File: src/rtl/rtc_pkg.sv
package rtc_pkg;

  typedef struct packed {
    logic [6:0] sec;
    logic [6:0] min;
    logic [4:0] hour;
    logic [2:0] wday;
    logic [4:0] mday;
    logic [3:0] mon;
    logic [6:0] year;
  } rtc_time_t;

  typedef struct packed {
    logic [7:0] sec;
    logic [7:0] min;
    logic [7:0] hour;
    logic [7:0] wday;
    logic [7:0] mday;
    logic [7:0] mon;
    logic [7:0] year;
  } rtc_bytes_t;

  localparam logic [2:0] OSC_RUN = 3'b010;

  function automatic logic [7:0] enc_byte(input logic [6:0] v, input logic bin);
    logic [6:0] t;
    t = v / 7'd10;
    return bin ? {1'b0, v} : {t[3:0], 4'(v - t * 7'd10)};
  endfunction

  function automatic logic [6:0] dec_byte(input logic [7:0] b, input logic bin);
    return bin ? b[6:0] : 7'({3'b0, b[7:4]} * 7'd10 + {3'b0, b[3:0]});
  endfunction

  function automatic logic [7:0] enc_hour(input logic [4:0] h, input logic bin,
                                          input logic h24);
    logic [4:0] h12;
    h12 = (h >= 5'd12) ? h - 5'd12 : h;
    if (h24) return enc_byte({2'b0, h}, bin);
    return enc_byte({2'b0, h12}, bin) | ((h >= 5'd12) ? 8'h80 : 8'h00);
  endfunction

  function automatic logic [4:0] dec_hour(input logic [7:0] b, input logic bin,
                                          input logic h24);
    logic [6:0] v;
    v = dec_byte({1'b0, b[6:0]}, bin);
    if (h24) return dec_byte(b, bin)[4:0];
    return v[4:0] + (b[7] ? 5'd12 : 5'd0);
  endfunction

  function automatic logic [4:0] month_days(input logic [3:0] mon, input logic [6:0] yy);
    logic [15:0] full;
    logic        leap;
    full = 16'd2000 + {9'b0, yy};
    leap = (full % 16'd4 == 16'd0) &&
           ((full % 16'd100 != 16'd0) || (full % 16'd400 == 16'd0));
    case (mon)
      4'd4, 4'd6, 4'd9, 4'd11: return 5'd30;
      4'd2:                    return leap ? 5'd29 : 5'd28;
      default:                 return 5'd31;
    endcase
  endfunction

endpackage

File: src/rtl/rtc_counter.sv
module rtc_counter
  import rtc_pkg::*;
(
  input  logic       clk_i,
  input  logic       rst_ni,
  input  logic       adv_i,
  input  logic       load_i,
  input  rtc_bytes_t ld_i,
  input  logic       bin_i,
  input  logic       h24_i,
  output rtc_time_t  cur_o
);

  rtc_time_t cur_q, nxt, ld_t;

  always_comb begin
    nxt = cur_q;
    if (cur_q.sec >= 7'd59) begin
      nxt.sec = '0;
      if (cur_q.min >= 7'd59) begin
        nxt.min = '0;
        if (cur_q.hour >= 5'd23) begin
          nxt.hour = '0;
          nxt.wday = (cur_q.wday >= 3'd6) ? 3'd0 : cur_q.wday + 3'd1;
          if (cur_q.mday >= month_days(cur_q.mon, cur_q.year)) begin
            nxt.mday = 5'd1;
            if (cur_q.mon >= 4'd12) begin
              nxt.mon  = 4'd1;
              nxt.year = (cur_q.year >= 7'd99) ? 7'd0 : cur_q.year + 7'd1;
            end else begin
              nxt.mon = cur_q.mon + 4'd1;
            end
          end else begin
            nxt.mday = cur_q.mday + 5'd1;
          end
        end else begin
          nxt.hour = cur_q.hour + 5'd1;
        end
      end else begin
        nxt.min = cur_q.min + 7'd1;
      end
    end else begin
      nxt.sec = cur_q.sec + 7'd1;
    end
  end

  always_comb begin
    ld_t.sec  = dec_byte(ld_i.sec, bin_i);
    ld_t.min  = dec_byte(ld_i.min, bin_i);
    ld_t.hour = dec_hour(ld_i.hour, bin_i, h24_i);
    ld_t.wday = ld_i.wday[2:0];
    ld_t.mday = dec_byte(ld_i.mday, bin_i)[4:0];
    ld_t.mon  = dec_byte(ld_i.mon, bin_i)[3:0];
    ld_t.year = dec_byte(ld_i.year, bin_i);
  end

  always_ff @(posedge clk_i or negedge rst_ni) begin
    if (!rst_ni) begin
      cur_q <= '{sec: 7'd0, min: 7'd0, hour: 5'd0, wday: 3'd0,
                 mday: 5'd1, mon: 4'd1, year: 7'd0};
    end else if (load_i) begin
      cur_q <= ld_t;
    end else if (adv_i) begin
      cur_q <= nxt;
    end
  end

  assign cur_o = cur_q;

endmodule

File: src/rtl/rtc_encode.sv
module rtc_encode
  import rtc_pkg::*;
(
  input  rtc_time_t  t_i,
  input  logic       bin_i,
  input  logic       h24_i,
  output rtc_bytes_t b_o
);

  always_comb begin
    b_o.sec  = enc_byte(t_i.sec, bin_i);
    b_o.min  = enc_byte(t_i.min, bin_i);
    b_o.hour = enc_hour(t_i.hour, bin_i, h24_i);
    b_o.wday = {5'b0, t_i.wday};
    b_o.mday = enc_byte({2'b0, t_i.mday}, bin_i);
    b_o.mon  = enc_byte({3'b0, t_i.mon}, bin_i);
    b_o.year = enc_byte(t_i.year, bin_i);
  end

endmodule

File: src/rtl/rtc_uip_timer.sv
module rtc_uip_timer #(
  parameter int unsigned UIP_CYCLES = 8
) (
  input  logic clk_i,
  input  logic rst_ni,
  input  logic start_i,
  input  logic cancel_i,
  output logic busy_o,
  output logic done_o
);

  localparam int unsigned CW = (UIP_CYCLES > 1) ? $clog2(UIP_CYCLES) : 1;
  localparam logic [CW-1:0] CNT_INIT = CW'(UIP_CYCLES - 1);

  logic [CW-1:0] cnt_q;
  logic          busy_q;

  always_ff @(posedge clk_i or negedge rst_ni) begin
    if (!rst_ni) begin
      busy_q <= 1'b0;
      cnt_q  <= '0;
    end else if (cancel_i) begin
      busy_q <= 1'b0;
      cnt_q  <= '0;
    end else if (start_i) begin
      busy_q <= 1'b1;
      cnt_q  <= CNT_INIT;
    end else if (busy_q) begin
      if (cnt_q == '0) busy_q <= 1'b0;
      else             cnt_q  <= cnt_q - 1'b1;
    end
  end

  assign busy_o = busy_q;
  assign done_o = busy_q && (cnt_q == '0);

endmodule

File: src/rtl/rtc_calendar.sv
module rtc_calendar
  import rtc_pkg::*;
#(
  parameter int unsigned UIP_CYCLES = 8
) (
  input  logic       clk_i,
  input  logic       rst_ni,
  input  logic       tick_i,
  input  logic [2:0] osc_sel_i,
  input  logic       set_i,
  input  logic       bin_i,
  input  logic       h24_i,
  input  logic       load_i,
  input  logic [7:0] ld_sec_i,
  input  logic [7:0] ld_min_i,
  input  logic [7:0] ld_hour_i,
  input  logic [7:0] ld_wday_i,
  input  logic [7:0] ld_mday_i,
  input  logic [7:0] ld_mon_i,
  input  logic [7:0] ld_year_i,
  output logic [7:0] sec_o,
  output logic [7:0] min_o,
  output logic [7:0] hour_o,
  output logic [7:0] wday_o,
  output logic [7:0] mday_o,
  output logic [7:0] mon_o,
  output logic [7:0] year_o,
  output logic       uip_o
);

  rtc_bytes_t ld_b, enc_b, vis_q;
  rtc_time_t  cur_q;
  logic       adv, start, busy, done;

  assign ld_b  = '{sec: ld_sec_i, min: ld_min_i, hour: ld_hour_i, wday: ld_wday_i,
                   mday: ld_mday_i, mon: ld_mon_i, year: ld_year_i};
  assign adv   = tick_i && (osc_sel_i == OSC_RUN) && !load_i;
  assign start = adv && !set_i;

  rtc_counter u_cnt (
    .clk_i  (clk_i),
    .rst_ni (rst_ni),
    .adv_i  (adv),
    .load_i (load_i),
    .ld_i   (ld_b),
    .bin_i  (bin_i),
    .h24_i  (h24_i),
    .cur_o  (cur_q)
  );

  rtc_encode u_enc (
    .t_i   (cur_q),
    .bin_i (bin_i),
    .h24_i (h24_i),
    .b_o   (enc_b)
  );

  rtc_uip_timer #(.UIP_CYCLES(UIP_CYCLES)) u_uip (
    .clk_i    (clk_i),
    .rst_ni   (rst_ni),
    .start_i  (start),
    .cancel_i (load_i),
    .busy_o   (busy),
    .done_o   (done)
  );

  always_ff @(posedge clk_i or negedge rst_ni) begin
    if (!rst_ni) begin
      vis_q <= '{sec: 8'h00, min: 8'h00, hour: 8'h00, wday: 8'h00,
                 mday: 8'h01, mon: 8'h01, year: 8'h00};
    end else if (load_i) begin
      vis_q <= ld_b;
    end else if (done && !set_i) begin
      vis_q <= enc_b;
    end
  end

  assign sec_o  = vis_q.sec;
  assign min_o  = vis_q.min;
  assign hour_o = vis_q.hour;
  assign wday_o = vis_q.wday;
  assign mday_o = vis_q.mday;
  assign mon_o  = vis_q.mon;
  assign year_o = vis_q.year;
  assign uip_o  = busy;

endmodule

File: config.mk
export PLATFORM = sky130hd
export DESIGN_NAME = rtc_calendar
export DESIGN_NICKNAME = d
export VERILOG_FILES = /design/src/rtl/rtc_pkg.sv /design/src/rtl/rtc_counter.sv /design/src/rtl/rtc_encode.sv /design/src/rtl/rtc_uip_timer.sv /design/src/rtl/rtc_calendar.sv
export SDC_FILE = /design/constraint.sdc
export NUM_CORES = 1
export LEC_CHECK = 0
export ABC_AREA = 0
export CAP_MARGIN = 20
export CELL_PAD_IN_SITES_DETAIL_PLACEMENT = 1
export CELL_PAD_IN_SITES_GLOBAL_PLACEMENT = 2
export CORE_ASPECT_RATIO = 2
export CORE_MARGIN = 2
export CORE_UTILIZATION = 37
export DETAILED_ROUTE_END_ITERATION = 12
export PLACE_DENSITY_LB_ADDON = 0.1
export SYNTH_ARGS = -nofsm -noshare
export SYNTH_HDL_FRONTEND = slang
export SYNTH_SLANG_ARGS = --single-unit
File: constraint.sdc
create_clock -name clk_i -period 10.4 [get_ports clk_i]
set_input_delay 2.08 -clock clk_i [delete_from_list [all_inputs] [get_ports clk_i]]
set_output_delay 2.08 -clock clk_i [all_outputs]
set_load 0.02 [all_outputs]
Yosys cells after proc, flatten, opt, wreduce, memory -nomap -nowiden
Index checks and enable logic that the tools add are counted.
Widths: inputs -> output; s select.
{"block": "word_totals", "inputBits": 66, "ff_bits": 98, "out_inout_bits": 57, "wordCells": 159}
{"block": "op_classes", "magnitude_cmp": 8, "n_eq_ne": 7, "n_div": 9, "n_addsub": 25, "n_reduce_logical": 28, "n_mux": 51, "bitwise_logic": 1, "multipliers": 14}
{"operator": "$mux 56", "n": 2}
{"operator": "$mux 8", "n": 10}
{"operator": "$mux 38", "n": 2}
{"operator": "$mux 5", "n": 11}
{"operator": "$mul 7x3->3 const B", "n": 7}
{"operator": "$mux 7", "n": 7}
{"operator": "$logic_not 16->1", "n": 2}
{"operator": "$mux 31", "n": 1}
{"operator": "$sub 4x4->4", "n": 7}
{"operator": "$mux 24", "n": 1}
{"operator": "$add 7x1->7 const B", "n": 3}
{"operator": "$add 7x4->7", "n": 3}
{"operator": "$div 5x4->7 const B", "n": 3}
{"operator": "$div 7x4->7 const B", "n": 3}
{"operator": "$mux 19", "n": 1}
{"operator": "$mul 4x3->6 const B", "n": 3}
{"operator": "$mod 16x7->16 const B", "n": 1}
{"operator": "$mod 16x9->16 const B", "n": 1}
{"operator": "$reduce_bool 16->1", "n": 1}
{"operator": "$add 5x4->5", "n": 3}
{"operator": "$mux 3", "n": 5}
{"operator": "$ge 7x6->1 const B", "n": 2}
{"operator": "$reduce_bool 2->1", "n": 7}
{"operator": "$add 11x7->12 const A", "n": 1}
{"operator": "other kinds (38)", "n": 56}

Logic depth before layout (Yosys ltp)
Gate-level depths: netlist of the first run.
{"block": "depth", "word_depth": 17, "depth_mapped": 32, "mapped_depth_nobuf": 26}

Hierarchy
A second synthesis of the first run with hierarchy kept.
{"block": "unflattened", "cells_unflattened": 1435, "hier_area_um2": 11432.2}
{"module": "rtc_counter", "cells_each": 761, "area_per_inst_um2": 5624.1, "instances": 1}
{"module": "rtc_calendar", "cells_each": 320, "area_per_inst_um2": 3221.8, "instances": 1}
{"module": "rtc_encode", "cells_each": 331, "area_per_inst_um2": 2356.0, "instances": 1}
{"module": "rtc_uip_timer", "cells_each": 23, "area_per_inst_um2": 230.2, "instances": 1}

Least setup slack after synthesis of the first run
No wires, ideal clock.
{"block": "synth_path", "kind": "flip-flop to flip-flop", "start": "register u_cnt.cur_o[6] (netlist name)", "end": "register u_cnt.cur_o[6] (netlist name)", "path_stages_with_launch": 31, "required_ns": 10.267, "t_arrival_ns": 6.798, "setup_ns": 0.133, "path_slack_ns": 3.469, "synth_period_minus_slack_ns": 6.931, "n_path_buf": 5, "path_cell_list": "dfrtp_1 -> clkbuf_1 -> inv_1 -> ha_1 -> buf_2 -> buf_2 -> inv_1 -> ha_1 -> nor2b_1 -> or2_1 -> and3_1 -> o31a_1 -> o311a_4 -> a2111o_1 -> and3_1 -> clkbuf_1 -> mux2i_2 -> a211oi_4 -> nor2_1 -> or4_1 -> a32oi_1 -> a41oi_2 -> ha_1 -> nand2b_1 -> a21oi_1 -> o21ai_0 -> nand4_1 -> or2_2 -> clkbuf_1 -> o21ai_0 -> o21ai_0"}
{"block": "synth_via", "elab_chain_len": 13, "word_cells_on_any_way": 25, "classes_between": "2 x add/sub; 2 x div; 2 x order compare; 13 x mux; 6 x reduce/logical"}
{"element": "$add 11x7->12", "line_no": "rtc_pkg.sv:54", "rtl": "full = 16'd2000 + {9'b0, yy};"}
{"element": "$mod 16x7->16 or $mod 16x9->16 (tied branches)", "line_no": "rtc_pkg.sv:56", "rtl": "((full % 16'd100 != 16'd0) || (full % 16'd400 == 16'd0));"}
{"element": "$reduce_bool 16->1 or $logic_not 16->1 (tied branches)", "line_no": "rtc_pkg.sv:56"}
{"element": "$logic_or 1x1->1", "line_no": "rtc_pkg.sv:56"}
{"element": "$logic_and 1x1->1", "line_no": "rtc_pkg.sv:55", "rtl": "leap = (full % 16'd4 == 16'd0) &&"}
{"element": "$mux 1", "line_no": "rtc_pkg.sv:59", "rtl": "4'd2: return leap ? 5'd29 : 5'd28;"}
{"element": "$pmux 5 s2", "line_no": "rtc_pkg.sv:57", "rtl": "case (mon)"}
{"element": "$mux 5", "line_no": "rtc_counter.sv:22", "rtl": "if (cur_q.hour >= 5'd23) begin"}
{"element": "$mux 5", "line_no": "rtc_counter.sv:20", "rtl": "if (cur_q.min >= 7'd59) begin"}
{"element": "$mux 5", "line_no": "rtc_counter.sv:18", "rtl": "if (cur_q.sec >= 7'd59) begin"}
{"element": "$ge 5x5->1", "line_no": "rtc_counter.sv:25", "rtl": "if (cur_q.mday >= month_days(cur_q.mon, cur_q.year)) begin"}
{"element": "$reduce_bool 2->1 (no line)"}
{"element": "$reduce_and 6->1 (no line)"}
Parallel ways exist; a longest one is shown, timed or not. The select of a mux whose other input is x is not followed.
A chain may end at the register's enable or synchronous reset.

Worst setup path after layout of the first run
{"block": "layout_path", "start": "register u_cnt.cur_o[5] (netlist name)", "end": "register u_cnt.cur_o[5] (netlist name)"}
{"block": "layout_via", "elab_chain_len": 13, "word_cells_on_any_way": 25, "classes_between": "2 x add/sub; 2 x div; 2 x order compare; 13 x mux; 6 x reduce/logical"}
{"element": "$add 11x7->12", "line_no": "rtc_pkg.sv:54"}
{"element": "$mod 16x7->16 or $mod 16x9->16 (tied branches)", "line_no": "rtc_pkg.sv:56"}
{"element": "$reduce_bool 16->1 or $logic_not 16->1 (tied branches)", "line_no": "rtc_pkg.sv:56"}
{"element": "$logic_or 1x1->1", "line_no": "rtc_pkg.sv:56"}
{"element": "$logic_and 1x1->1", "line_no": "rtc_pkg.sv:55"}
{"element": "$mux 1", "line_no": "rtc_pkg.sv:59"}
{"element": "$pmux 5 s2", "line_no": "rtc_pkg.sv:57"}
{"element": "$mux 5", "line_no": "rtc_counter.sv:22"}
{"element": "$mux 5", "line_no": "rtc_counter.sv:20"}
{"element": "$mux 5", "line_no": "rtc_counter.sv:18"}
{"element": "$ge 5x5->1", "line_no": "rtc_counter.sv:25"}
{"element": "$reduce_bool 2->1 (no line)"}
{"element": "$reduce_and 6->1 (no line)"}
Parallel ways exist; a longest one is shown, timed or not. The select of a mux whose other input is x is not followed.

==> impl_results.md, run 1 <==
* Syn_area_per_cell at 7.83 sq um
* Routed wire per std cell at 20.9 microns
* Post CTS Setup Buffer Count at 0
* Maximum vdd drop at 204 uV
* Synth top cells by count: o21ai_0 (159), nand2_1 (152), a21oi_1 (105), nor2_1 (103), dfrtp_1 (94)
* Grt ovf at 0
* Leak Pwr at 0.00497 uW
* Slew margin rel. at 0.245
* Post-synth EDFFs at 0
* Most numerous cell in the Yosys netlist: o21ai_0
* RR Startpoint: u_cnt.cur_o[5]$_DFFE_PN0P_
* Die X at 122 microns
* Yosys top cell by area: dfrtp_1
* Fin Setup TNS at 0 ns
* Placed cells at approximately 1700
* Final Skew at 0.0127 ns
* Setup crit start kind: register
* Fill count at 3446
* Final-report hold violation count at 0
* Count of cell types in the netlist at 94
* Peak Freq at 0.114 GHz
* Share of flip-flops with an asynchronous set or reset at 1.00
* Vias in the first global route at about 11000
* Worst-path clk slew at approximately 0.07 ns
* PortBufs at 122
* Clk_lat worst skew at 0.37 ns
* Routed wire length at 36.5 mm
* Die area at 29400 sq um
* TritonCTS clock tree: built
* Post-Synthesis Cells at around 1300
* Fin crit period at roughly 9 ns
* MaxCap Viol Count at 0
* Post-CTS sizing at 0
* Post-layout util at 0.438
* Die Y at 241 microns
* Crit path max fanout at 27
* Starting Density at 0.376
* H-tree levels at 3
* Synth Register Bits at 98
* Status: finished, final reports clean
* Core ar. at 27500 sq um
* Area growth from synthesis to layout at 16.6%
* CP required at about 11 ns
* Max clock buf depth at 2
* Kind of critical path: register to register
* Diodes inserted at 0
* Mapped cell area at 10300 sq um
* Fin crit share at 0.845
* Tightest Pin Transition at 1.10 ns
* Setup crit start: u_cnt.cur_o[5]$_DFFE_PN0P_
* FF+latch area at about 2500 sq um
* First-pass GRT wire length at ~58 mm
* Antenna violations before repair at 1
* DRC errors left at 0
* Top_reg_cell synth: dfrtp_1
* Via density at slightly below 6
* Final Wtd Congestion at between 0.8 and 0.9
* Share of cells above drive strength 1 at 0.0661
* Layout Cells excl Fill at 1743
* Clock sink total at 98
* Fin. max-slew vios at 0
* Hold buffer count at cts at 0
* Initial DRC Count at 268
* DPL Wire Length at 28.1 mm
* Root Buffer: clkbuf_16
* Slowest CP cell: ha_1
* Num rows at 86
* Final worst setup slack at between 1.5 and 2 ns
* GRT Total Usage at 0.253
* Critical path's top delay family: compound AO/OA/AOI/OAI gates
* Sequential cell area fraction in the yosys report at 0.237
* Worst hold path type: register to register
* RSZ-0062 raised after global routing: no
* TritonRoute pass-1 iters at 4
* Final ANT Viol Nets at 0
* Multi-input logic area at 7260 sq um
* Critical Path Most Common Cell: ha_1
* Num CTS Buffers at 9
* Yosys warning count at 0
* Pwr Density at 383 nW/um^2
* Hold Crit Start: mday_o[0]$_DFFE_PN1P_
* Post-synthesis net count at roughly 1500
* DP Worst Slack at 1.74 ns
* Synth top area share at 0.227
* Largest net degree at the start of global routing at 69
* CP peak stage delay at approximately 0.90 ns
* Vias after detailed routing at approximately 10000
* Kind of end point of the critical path: register
* Final setup viols at 0
* Synth area leaders: dfrtp_1 (23%), ha_1 (10%), o21ai_0 (7.7%)
* Worst Path Buf+Inv at 2
* WP data arrival at 9.03 ns
* I/O pins at between 100 and 150
* Final nets at 1554
==> registers in the layout, summed over array words and instances, names as in the netlist <==
register	count
u_cnt.cur_o	38
hour_o	8
mday_o	8
min_o	8
mon_o	8
sec_o	8
wday_o	8
year_o	8
u_uip.cnt_q	3
u_uip.busy_o	1
==> worst register-to-register path: cells and delay by family (launching register included) <==
family | cells | cell delay, ns
DFF | 1 | 0.57
muxes | 1 | 0.43
buffers and inverters | 2 | 0.29
xor gates and xnor gates | 2 | 0.85
adders and majority gates | 4 | 2.10
AOI/OAI and AO/OA | 10 | 2.48
and+or+nand+nor | 7 | 1.94
==> report_power, final <==
part | switching (uW) | leakage [uW] | total (uW) | internal [uW]
clock | 169 | 0.000160 | 378 | 209
sequential | 147 | 0.00118 | 604 | 457
combinational | 2280 | 0.00363 | 3650 | 1370
total | 2590 | 0.00497 | 4630 | 2030
==> per-layer routing <==
metal  wire length, microns  part of all wire  global-route usage  vias up
met5                     11           0.00030                   0        -
met4                   1550             0.042               0.118        2
met3                    858             0.024              0.0299       77
met2                  20700              0.57               0.502      157
met1                  13300              0.36               0.252     5032
li1                       -                 -                   -     4896
==> final timing paths <==
kind	slack (ns)	cells past startpoint	to
hold / removal	0.50	2	mday_o[0]$_DFFE_PN1P_
setup reg to reg	1.61	26	u_cnt.cur_o[5]$_DFFE_PN0P_
setup / recovery	1.61	26	u_cnt.cur_o[5]$_DFFE_PN0P_
hold reg to reg	0.50	2	mday_o[0]$_DFFE_PN1P_
max in group asynchronous	7.42	2	mday_o[4]$_DFFE_PN0P_
min in group asynchronous	1.70	1	min_o[3]$_DFFE_PN0P_
==> cell usage in the layout, fill, tap and decap left out, types with 5 or more instances in the layout <==
cell type	count
a211oi_1	21
a21o_1	12
a21oi_1	105
a221oi_1	10
a22oi_1	8
a31oi_1	14
a32oi_1	10
and2_1	6
and3_1	9
buf_4	16
clkbuf_16	9
clkdlybuf4s50_1	119
clkinv_1	5
dfrtp_1	94
fa_1	16
ha_1	86
inv_1	69
mux2_2	15
mux2i_1	27
nand2_1	152
nand2b_1	7
nand3_1	28
nand4_1	5
nor2_1	103
nor2b_1	17
nor3_1	27
nor3b_1	7
o2111ai_1	8
o211ai_1	18
o21a_1	9
o21ai_0	159
o22ai_1	9
o31ai_1	5
or2_2	9
or3_1	7
xnor2_1	41
xor2_1	22
==> metrics by stage <==
step                hold WS (ns)  total power [uW]  instance area [sq um]
finish                     0.497              4630                  12100
global route               0.526              5030                  12100
CTS                        0.502              4630                  12100
detailed placement         0.491              4220                  11700
global placement           0.481              4170                  11700
floorplan                  0.483              3360                  10300
==> final cells by class <==
class | count | share of cell area
clock buffer | 12 | 0.0221
sequential | 98 | 0.204
inverter | 75 | 0.0234
timing repair buffer | 135 | 0.109
clock inverter | 4 | 0.00466
multi-input combinational | 1067 | 0.601
tap | 352 | 0.0365
==> cell families (layout without fill, tap and decap cells) <==
logic type | count (synthesis) | in the layout | synth area share
flops | 98 | 98 | 0.237
fa+ha+maj | 104 | 104 | 0.137
simple gates | 403 | 403 | 0.183
xor+xnor | 64 | 64 | 0.0549
mux | 44 | 44 | 0.0459
buf+inv | 156 | 226 | 0.0620
compound gates | 452 | 452 | 0.279
(Power assumes the default switching activity.)
==> run 2: changes to the inputs <==
--- a/config.mk
+++ b/config.mk
@@ -11,7 +11,7 @@
 export CELL_PAD_IN_SITES_GLOBAL_PLACEMENT = 2
 export CORE_ASPECT_RATIO = 2
 export CORE_MARGIN = 2
-export CORE_UTILIZATION = 37
+export CORE_UTILIZATION = 31
 export DETAILED_ROUTE_END_ITERATION = 12
 export PLACE_DENSITY_LB_ADDON = 0.1
 export SYNTH_ARGS = -nofsm -noshare
==> constraint.sdc (replaced) <==
create_clock -name clk_i -period 7.15 [get_ports clk_i]
set_input_delay 1.43 -clock clk_i [delete_from_list [all_inputs] [get_ports clk_i]]
set_output_delay 1.43 -clock clk_i [all_outputs]
set_load 0.02 [all_outputs]
==> run 2 against run 1 <==
Effect of this change: clock skew is 0.0012 ns lower; power is 56% higher; sequential power increased by 39%; die area up 19%; critical path depth increased by 1; count of clock-buffer cells in the layout is the same; cell count is 6.0% higher.
==> impl_results.md, run 2 (same netlist as run 1, synthesis figures left out) <==
* Status: finished, final reports clean
* CP required at 7.40 ns (-3.25 ns)
* TritonRoute pass-1 iters at 4 (unchanged)
* GRT Total Usage at 0.228 (-0.0255)
* MaxCap Viol Count at 0 (unchanged)
* CP peak stage delay at 0.47 ns (-0.43 ns)
* Largest net degree at the start of global routing at 85 (+23%)
* Slowest CP cell: or3b_2
* M2 GR Usage at 0.475 (-0.0273)
* Final Skew at 0.0115 ns (-0.00122 ns)
* Most frequent cells in the layout: o21ai_0 (158), nand2_1 (151), clkdlybuf4s50_1 (119), a21oi_1 (105), nor2_1 (103)
* TritonCTS clock tree: built
* Max clock buf depth at 2 (unchanged)
* Pwr Density at 580 nW/um^2 (+51%)
* Routed wire per std cell at 21.5 microns (+2.7%)
* H-tree levels at 3 (unchanged)
* Critical path's top delay family: compound AO/OA/AOI/OAI gates
* Num CTS Buffers at 9 (unchanged)
* Placed Area at 12000 sq um (+2.3%)
* I/O pins at 123 (unchanged)
* Global route hottest layer: met2
* Leak Pwr at 0.00511 uW (+2.7%)
* Final setup viols at 0 (unchanged)
* Root Buffer: clkbuf_16
* Final Wtd Congestion at 0.882 (+4.8%)
* DPL Wire Length at 30.5 mm (+8.5%)
* Slew margin rel. at 0.397 (+0.152)
* Area growth from synthesis to layout at 20.4%
* Fin crit share at 0.939 (+0.0943)
* Vias after detailed routing at 10200 (+0.39%)
* Die Y at 262 microns (+9.1%)
* Core ar. at 32900 sq um (+20%)
* Final ANT Viol Nets at 0 (unchanged)
* RSZ-0062 raised after global routing: no
* Num rows at 94 (+9.3%)
* DRC errors left at 0 (unchanged)
* Global Route met3 Usage at 0.0228 (-0.00712)
* Kind of critical path: register to register
* Clock sink total at 98 (unchanged)
* WP data arrival at 6.97 ns (-2.06 ns)
* Fin crit period at 6.71 ns (-2.07 ns)
* Worst hold path type: register to register
* Maximum vdd drop at 457 uV (+120%)
* Die X at 133 microns (+8.9%)
* Fin. max-slew vios at 0 (unchanged)
* Routed wire length at 39.7 mm (+8.8%)
* Max reg flops at 38 (unchanged)
* Worst-path clk slew at 0.07 ns (about the same)
* PortBufs at 122 (unchanged)
* Final-report hold violation count at 0 (unchanged)
* Initial DRC Count at 345 (+29%)
* GR Util met1 at 0.223 (-0.0291)
* Via density at 5.52 (-5.3%)
* Starting Density at 0.314 (-0.0614)
* Most common cell after layout, fill and taps aside: o21ai_0
* Clk_lat worst skew at 0.38 ns (about the same)
* Setup crit start kind: register
* Antenna violations before repair at 0 (-1)
* Final nets at 1578 (+1.5%)
* Tightest Pin Transition at 0.904 ns (-0.200 ns)
* Die area at 34900 sq um (+19%)
* Kind of end point of the critical path: register
* Finished layout cell area at 12500 sq um (+3.2%)
* Crit path max fanout at 16 (-41%)
* Grt ovf at 0 (unchanged)
* First-pass GRT wire length at 62.2 mm (+7.6%)
* Peak Freq at 0.149 GHz (+31%)
* Diodes inserted at 0 (unchanged)
* Hold buffer count at cts at 0 (unchanged)
* Fin Setup TNS at 0 ns (unchanged)
* Share of cells above drive strength 1 at 0.0898 (+0.0236)
* Vias in the first global route at 10900 (unchanged)
* Worst Path Buf+Inv at 3 (+1)
==> run 2: cell types whose count changed in the layout (fill, tap and decap cells not counted), moves of 2 or more <==
| cell | previous run | this run |
|---|---|---|
| buf_4 | 16 | 38 |
| inv_6 | 2 | 0 |
| ha_2 | 0 | 2 |
| a211oi_1 | 21 | 19 |
| ha_1 | 86 | 84 |
| a2111oi_1 | 0 | 2 |
| a211oi_2 | 1 | 3 |
| a2111oi_0 | 4 | 2 |
==> run 2: what timing repair did <==
item / 4_1_cts / 5_1_grt
buffers inserted: 0 / 1
resized for setup: 0 / 19
endpoints found under the setup margin: 0 / 10
==> run 2: area by class of cell <==
class	count	area, sq um
inverters	75	283
clock inverters	4	72.6
clock buffers	12	267
repair buffers	158	1490
well taps	432	541
multi-input cells	1068	7360
fillers	4001	20500
flip-flops and latches	98	2460
==> run 2: worst reg2reg max path: stages, from the launching register on <==
cell and delay, ns:
dfrtp_1 0.39, ha_1 0.24, inv_1 0.07, ha_2 0.25, ha_1 0.28, buf_4 0.25
nor4bb_1 0.30, mux2i_1 0.16, o221ai_1 0.27, o22ai_2 0.18, o311a_4 0.42, a2111o_1 0.39
and3_1 0.25, mux2i_4 0.26, a21o_1 0.27, or3b_2 0.47, a32oi_1 0.22, a221o_1 0.18
a41oi_2 0.12, ha_1 0.29, nand2b_1 0.09, a21oi_1 0.08, o21ai_0 0.17, buf_4 0.16
nand4_1 0.11, or2_2 0.44, o21ai_0 0.21, o21ai_0 0.11
==> run 2: final timing paths <==
| check | start | slack [ns] | cells after the start | end |
|---|---|---|---|---|
| setup / recovery | u_cnt.cur_o[4]$_DFFE_PN0P_ | 0.44 | 27 | u_cnt.cur_o[3]$_DFFE_PN0P_ |
| hold / removal | mday_o[0]$_DFFE_PN1P_ | 0.51 | 2 | mday_o[0]$_DFFE_PN1P_ |
| setup reg to reg | u_cnt.cur_o[4]$_DFFE_PN0P_ | 0.44 | 27 | u_cnt.cur_o[3]$_DFFE_PN0P_ |
| hold reg to reg | mday_o[0]$_DFFE_PN1P_ | 0.51 | 2 | mday_o[0]$_DFFE_PN1P_ |
| max in group asynchronous | rst_ni | 4.85 | 2 | sec_o[3]$_DFFE_PN0P_ |
| min in group asynchronous | rst_ni | 1.10 | 1 | min_o[3]$_DFFE_PN0P_ |
==> run 2: metrics by stage <==
step	hold WS [ns]	setup slack [ns]	utilization	total power, uW	cells
2_1_floorplan	0.483	0.219	-	4890	1321
3_3_place_gp	0.484	0.337	0.365	6350	1829
3_5_place_dp	0.494	0.191	0.365	6380	1829
4_1_cts	0.504	0.171	0.375	7000	1845
5_1_grt	0.532	0.0107	0.378	7870	1847
6_report	0.506	0.436	0.378	7230	1847
==> run 2: report_power, final <==
part | internal [uW] | switching, uW
Clock | 335 | 243
Sequential | 665 | 176
Combinational | 2250 | 3560
==> run 2: per-layer routing <==
layer	part of all wire	vias to the layer above
met5	0	-
met4	0.035	0
met3	0.016	51
met2	0.60	136
met1	0.35	5094
li1	-	4923
==> run 3: changes to the inputs <==
--- a/config.mk
+++ b/config.mk
@@ -12,6 +12,7 @@
 export CORE_ASPECT_RATIO = 2
 export CORE_MARGIN = 2
 export CORE_UTILIZATION = 31
+export CTS_CLUSTER_DIAMETER = 100
 export DETAILED_ROUTE_END_ITERATION = 12
 export PLACE_DENSITY_LB_ADDON = 0.1
 export SYNTH_ARGS = -nofsm -noshare
==> results of run 3 <==
Final layout, timing and power as in run 2 (identical DEF).
